## src/rtl/thermo_pkg.sv

```systemverilog
package thermo_pkg;

  typedef enum logic [1:0] {
    FQ_ONE  = 2'b00,
    FQ_TWO  = 2'b01,
    FQ_FOUR = 2'b10,
    FQ_SIX  = 2'b11
  } fq_code_e;

  localparam int FQ_MAX_DEPTH = 6;

  // Number of consecutive faulting conversions needed per queue code
  function automatic logic [2:0] fq_depth(input logic [1:0] code);
    logic [2:0] d;
    unique case (fq_code_e'(code))
      FQ_ONE:  d = 3'd1;
      FQ_TWO:  d = 3'd2;
      FQ_FOUR: d = 3'd4;
      default: d = 3'd6;
    endcase
    return d;
  endfunction

endpackage

```

## src/rtl/thermo_fault_cmp.sv

```systemverilog
module thermo_fault_cmp #(
  parameter int TEMP_W = 12
) (
  input  logic [TEMP_W-1:0] temp_i,
  input  logic [TEMP_W-1:0] thi_i,
  input  logic [TEMP_W-1:0] tlo_i,
  input  logic              sel_low_i,
  output logic              fault_o
);

  logic at_or_above_hi;
  logic below_lo;

  // Full-width two's-complement compare
  assign at_or_above_hi = $signed(temp_i) >= $signed(thi_i);
  assign below_lo       = $signed(temp_i) <  $signed(tlo_i);

  assign fault_o = sel_low_i ? below_lo : at_or_above_hi;

endmodule

```

## src/rtl/thermo_fault_cnt.sv

```systemverilog
module thermo_fault_cnt #(
  parameter int CNT_W = 3
) (
  input  logic             clk,
  input  logic             rst_n,
  input  logic             clr_i,
  input  logic             eval_i,
  input  logic             fault_i,
  input  logic [CNT_W-1:0] need_i,
  output logic             hit_o
);

  logic [CNT_W-1:0] cnt_q;
  logic [CNT_W-1:0] cnt_d;
  logic [CNT_W-1:0] cnt_inc;
  logic             cnt_en;

  assign cnt_inc = cnt_q + CNT_W'(1);
  assign hit_o   = eval_i & fault_i & (cnt_inc >= need_i);
  assign cnt_en  = clr_i | eval_i;

  always_comb begin
    cnt_d = cnt_q;
    if (clr_i) begin
      cnt_d = '0;
    end else if (eval_i) begin
      if (!fault_i || hit_o) cnt_d = '0;   // a miss restarts the count
      else                   cnt_d = cnt_inc;
    end
  end

  always_ff @(posedge clk or negedge rst_n) begin
    if (!rst_n)      cnt_q <= '0;
    else if (cnt_en) cnt_q <= cnt_d;
  end

endmodule

```

## src/rtl/thermo_alert_fsm.sv

```systemverilog
module thermo_alert_fsm (
  input  logic clk,
  input  logic rst_n,
  input  logic soft_rst_i,
  input  logic int_mode_i,
  input  logic clr_evt_i,
  input  logic hit_i,
  output logic alert_o,
  output logic cause_o,
  output logic arm_low_o,
  output logic int_clr_o
);

  logic alert_q, alert_d;
  logic cause_q, cause_d;
  logic arm_q,   arm_d;

  assign int_clr_o = int_mode_i & alert_q & clr_evt_i;

  always_comb begin
    alert_d = alert_q;
    cause_d = cause_q;
    arm_d   = arm_q;
    if (soft_rst_i) begin
      alert_d = 1'b0;
      cause_d = 1'b0;
      arm_d   = 1'b0;
    end else if (int_mode_i) begin
      if (int_clr_o) begin
        alert_d = 1'b0;
        arm_d   = ~arm_q;
      end else if (hit_i) begin
        alert_d = 1'b1;
        cause_d = ~arm_q;
      end
    end else begin
      arm_d = 1'b0;
      if (hit_i) begin
        alert_d = ~alert_q;
        if (!alert_q) cause_d = 1'b1;
      end
    end
  end

  always_ff @(posedge clk or negedge rst_n) begin
    if (!rst_n) begin
      alert_q <= 1'b0;
      cause_q <= 1'b0;
      arm_q   <= 1'b0;
    end else begin
      alert_q <= alert_d;
      cause_q <= cause_d;
      arm_q   <= arm_d;
    end
  end

  assign alert_o   = alert_q;
  assign cause_o   = cause_q;
  assign arm_low_o = arm_q;

endmodule

```

## src/rtl/thermo_alert.sv

```systemverilog
module thermo_alert #(
  parameter int TEMP_W = 12,
  parameter int CNT_W  = 3
) (
  input  logic              clk,
  input  logic              rst_n,
  input  logic [TEMP_W-1:0] temp_i,
  input  logic [TEMP_W-1:0] thi_i,
  input  logic [TEMP_W-1:0] tlo_i,
  input  logic [1:0]        fq_code_i,
  input  logic              int_mode_i,
  input  logic              pol_i,
  input  logic              shdn_i,
  input  logic              conv_done_i,
  input  logic              reg_read_i,
  input  logic              ara_ack_i,
  input  logic              soft_rst_i,
  output logic              alert_pin_o,
  output logic              cause_o
);
  import thermo_pkg::*;

  logic             alert_q;
  logic             cause_q;
  logic             arm_low_q;
  logic             int_clr;
  logic             sel_low;
  logic             fault;
  logic             hit;
  logic             eval_en;
  logic             clr_evt;
  logic             cnt_clr;
  logic [CNT_W-1:0] need;

  assign need    = CNT_W'(fq_depth(fq_code_i));
  assign clr_evt = reg_read_i | ara_ack_i | shdn_i;
  assign sel_low = int_mode_i ? arm_low_q : alert_q;
  assign eval_en = conv_done_i & ~(int_mode_i & alert_q);
  assign cnt_clr = soft_rst_i | int_clr;

  thermo_fault_cmp #(.TEMP_W(TEMP_W)) cmp_i (
    .temp_i    (temp_i),
    .thi_i     (thi_i),
    .tlo_i     (tlo_i),
    .sel_low_i (sel_low),
    .fault_o   (fault)
  );

  thermo_fault_cnt #(.CNT_W(CNT_W)) cnt_i (
    .clk     (clk),
    .rst_n   (rst_n),
    .clr_i   (cnt_clr),
    .eval_i  (eval_en),
    .fault_i (fault),
    .need_i  (need),
    .hit_o   (hit)
  );

  thermo_alert_fsm fsm_i (
    .clk        (clk),
    .rst_n      (rst_n),
    .soft_rst_i (soft_rst_i),
    .int_mode_i (int_mode_i),
    .clr_evt_i  (clr_evt),
    .hit_i      (hit),
    .alert_o    (alert_q),
    .cause_o    (cause_q),
    .arm_low_o  (arm_low_q),
    .int_clr_o  (int_clr)
  );

  assign alert_pin_o = pol_i ? alert_q : ~alert_q;
  assign cause_o     = cause_q;

endmodule

```

## config.mk

```make
export PLATFORM = sky130hd
export DESIGN_NAME = thermo_alert
export DESIGN_NICKNAME = d
export VERILOG_FILES = /design/src/rtl/thermo_pkg.sv /design/src/rtl/thermo_fault_cmp.sv /design/src/rtl/thermo_fault_cnt.sv /design/src/rtl/thermo_alert_fsm.sv /design/src/rtl/thermo_alert.sv
export SDC_FILE = /design/constraint.sdc
export NUM_CORES = 1
export LEC_CHECK = 0
export ABC_AREA = 0
export BUFFER_PORTS_ARGS = -buffer_cell sky130_fd_sc_hd__buf_4
export CAP_MARGIN = 20
export CORE_MARGIN = 5
export CORE_UTILIZATION = 41
export CTS_CLUSTER_SIZE = 24
export DETAILED_ROUTE_END_ITERATION = 16
export GPL_TIMING_DRIVEN = 0
export HOLD_SLACK_MARGIN = 0.12
export PLACE_DENSITY = 0.85
export SKIP_CTS_REPAIR_TIMING = 1
export SLEW_MARGIN = 0
export SYNTH_ARGS = -nofsm -noshare
export SYNTH_HDL_FRONTEND = slang
export SYNTH_SLANG_ARGS = --single-unit
```

## constraint.sdc

```tcl
create_clock -name clk -period 1.92 [get_ports clk]
set_clock_uncertainty 0.2 [all_clocks]
set_input_delay 0.096 -clock clk [delete_from_list [all_inputs] [get_ports clk]]
set_output_delay 0.096 -clock clk [all_outputs]
set_load 0.02 [all_outputs]
```

==> impl_metrics.toml <==
[worst_hold_path]
min_path_type = "in2reg"
hp-start = "int_mode_i"

[floorplanning]
die_width_um = 61.3
start_util_pct = 43.1
rows = 18
die_y_um = 61.3
num_io_pins = 49
core-area_um2 = 2500
dieArea_um2 = 3760

[drt]
dr.first_iter.drc_count = 20
wl_um = 2730
drc_errors = 0
drt_first_pass_iters = 4
ant_nets = 0
wl_per_cell_um = 12.5
via_per_inst = 5.09
vias = 1115

[timing]
worst_slew_pin_slew_ps = 427
setup_viol = 5
hold_ws_ps = 103
hold_viol = 0
period_minus_slack_ps = 2020
drv_slew = 0
max-slew-margin-rel_pct = 71.5
rsz0062_at_grt = "true"
fin_ws_ps = -100
fin_crit_sh_pct = 105
max_freq_mhz = 495

[logic_synthesis]
synth_top_area_share_pct = 31.3
synthesis.instances = 132
ys_seq_area_share_pct = 13.9
ys_top_cells_by_area = "ha_1 31%, dfrtp_1 14%, inv_1 12%, a21oi_1 4.2%, o211ai_2 3.5%"
synth_commonest_cells = "34 x inv_1, 27 x ha_1, 9 x a21oi_1, 9 x nand2_1, 6 x dfrtp_1"
syn_nets = 206
synth.most_common_cell = "inv_1"
synth_cell_type_count = 33
ys_ff_latch = 6
synth_area_um2 = 1080
synthFlopType = "dfrtp_1"
ys_async_sr_fraction_pct = 100
synth_warnings = 0
yosys.area.top_type = "ha_1"
synth-edff-count = 0
avgSynthCellArea_um2 = 8.17

[clock_tree]
h-tree-depth = 1
numCtsBuffers = 3
cts_max_path_buffers = 2
path_clk_slew_ps = 40
insertion_delay_ps = 240
cts-root-buf = "clkbuf_4"
tritoncts = "built"
cts_sinks = 6

[power]
irDropWorstVdd_uv = 444
switchingPower_w = 0.000185
power_frac_seq_pct = 25.9
clkPwrFrac_pct = 21.3
power_frac_comb_pct = 52.8
p_per_area_nw_per_um2 = 349
leakagePower_nw = 0.886
p_int_w = 0.000362
swShare_pct = 33.8
total_power_w = 0.000547

[grt]
grt_max_degree = 7
grt.overflow.total = 0
grt_usage_pct = 15.1
antenna_found_initial = 0
grt_pass1_vias = 1128
grt_pass1_wl_um = 4310

[place]
port-buffer-count = 48
place_area_um2 = 1480
dp.cells = 210
gp_congestion = 0.823
hpwl_um = 2380

[run_status]
run_status = "finished, violations left"
violations = "negative setup slack"

[finish]
post-route-util_pct = 62.7
fin_nets = 265
drive_gt1_share_pct = 34.4
fin_area_um2 = 1570
layout.cells.non_filler = 219
areaGrowthSynthToFinish_pct = 45.2
antennaDiodeCount = 0

[job]
drv_cap = 0

[critical_path]
r2r-start = "cnt_i.cnt_q[1]$_DFFE_PN0P_"
cp.arrival_ps = 1980
critical_path_class = "reg2reg"
startpoint = "cnt_i.cnt_q[1]$_DFFE_PN0P_"
required_ps = 1880
end_kind = "flip-flop"
path_max_fanout = 4
crit_path_start_kind = "flip-flop"
## sequential cells by signal (all words and copies together), names as in the netlist
register	count
fsm_i.arm_low_o	1
fsm_i.alert_o	1
cnt_i.cnt_q	3
fsm_i.cause_o	1
## final timing paths
path,slack (ps),depth (start not counted),to
min reg2reg,280,1,cnt_i.cnt_q[0]$_DFFE_PN0P_
min in group asynchronous,600,3,cnt_i.cnt_q[1]$_DFFE_PN0P_
max,-100,6,fsm_i.alert_o$_DFFE_PN0P_
min,100,4,fsm_i.alert_o$_DFFE_PN0P_
max in group asynchronous,700,3,fsm_i.arm_low_o$_DFFE_PN0P_
max reg2reg,-100,6,fsm_i.alert_o$_DFFE_PN0P_
## cell families (layout without fill, tap and decap cells)
group / count (synthesis) / in the layout / synth area share, %
and+or+nand+nor: 28 / 28 / 14.6
muxes: 1 / 1 / 0.928
AOI/OAI and AO/OA: 33 / 33 / 24.9
DFF: 6 / 6 / 13.9
xor gates and xnor gates: 3 / 3 / 2.44
adders and majority gates: 27 / 27 / 31.3
buffers and inverters: 34 / 91 / 11.8
## worst max-delay path, stage by stage, from the launching register on
cell and delay (ps):
dfrtp_1 370, ha_1 320, ha_1 280, a21o_1 160, a21o_1 210, a31o_2 230
a211oi_2 170
## final cells by class
class,count,area (um^2)
tap,30,37.5
clock buffer,3,22.5
timing repair buffer,54,418
inverter,34,128
fill,220,933
sequential,6,150
multi-input combinational,92,811
## placed cells by master, fill, tap and decap left out, types with 2 or more instances in the layout
| cell type | instances |
|---|---|
| o211ai_2 | 3 |
| dfrtp_1 | 6 |
| nand2b_1 | 4 |
| dlygate4sd3_1 | 5 |
| o21ai_1 | 2 |
| inv_1 | 34 |
| o2111ai_1 | 2 |
| a21o_1 | 4 |
| xor2_1 | 2 |
| o21ai_0 | 3 |
| a21oi_1 | 8 |
| nand4_1 | 2 |
| buf_4 | 49 |
| nor2_1 | 3 |
| ha_1 | 27 |
| and4_1 | 2 |
| clkbuf_4 | 3 |
| nand2_1 | 9 |
## routing by layer
metal	GRT usage, %	routed length (um)	up-vias
met5	0	0	-
met4	4.64	33	0
met3	1.89	190	4
met2	30.4	1490	38
met1	15.8	1020	503
li1	-	-	570
## power by group through the flow
stage	Combinational, W	Clock [W]	Sequential (W)
after floorplan	0.000148	0	0.000145
after global placement	0.000259	0	0.000144
after detailed placement	0.000274	0	0.000144
after CTS	0.000275	0.000121	0.000143
after global routing	0.000327	0.000124	0.000143
final	0.000289	0.000117	0.000142
## stage by stage
step                worst slack, ps  TNS (ps)
floorplan                      4.31         0
global placement               -171      -664
detailed placement             -237      -938
CTS                            -164      -637
global route                   -204      -911
finish                         -100      -402
Note: power is estimated with default switching activity, not from simulation.
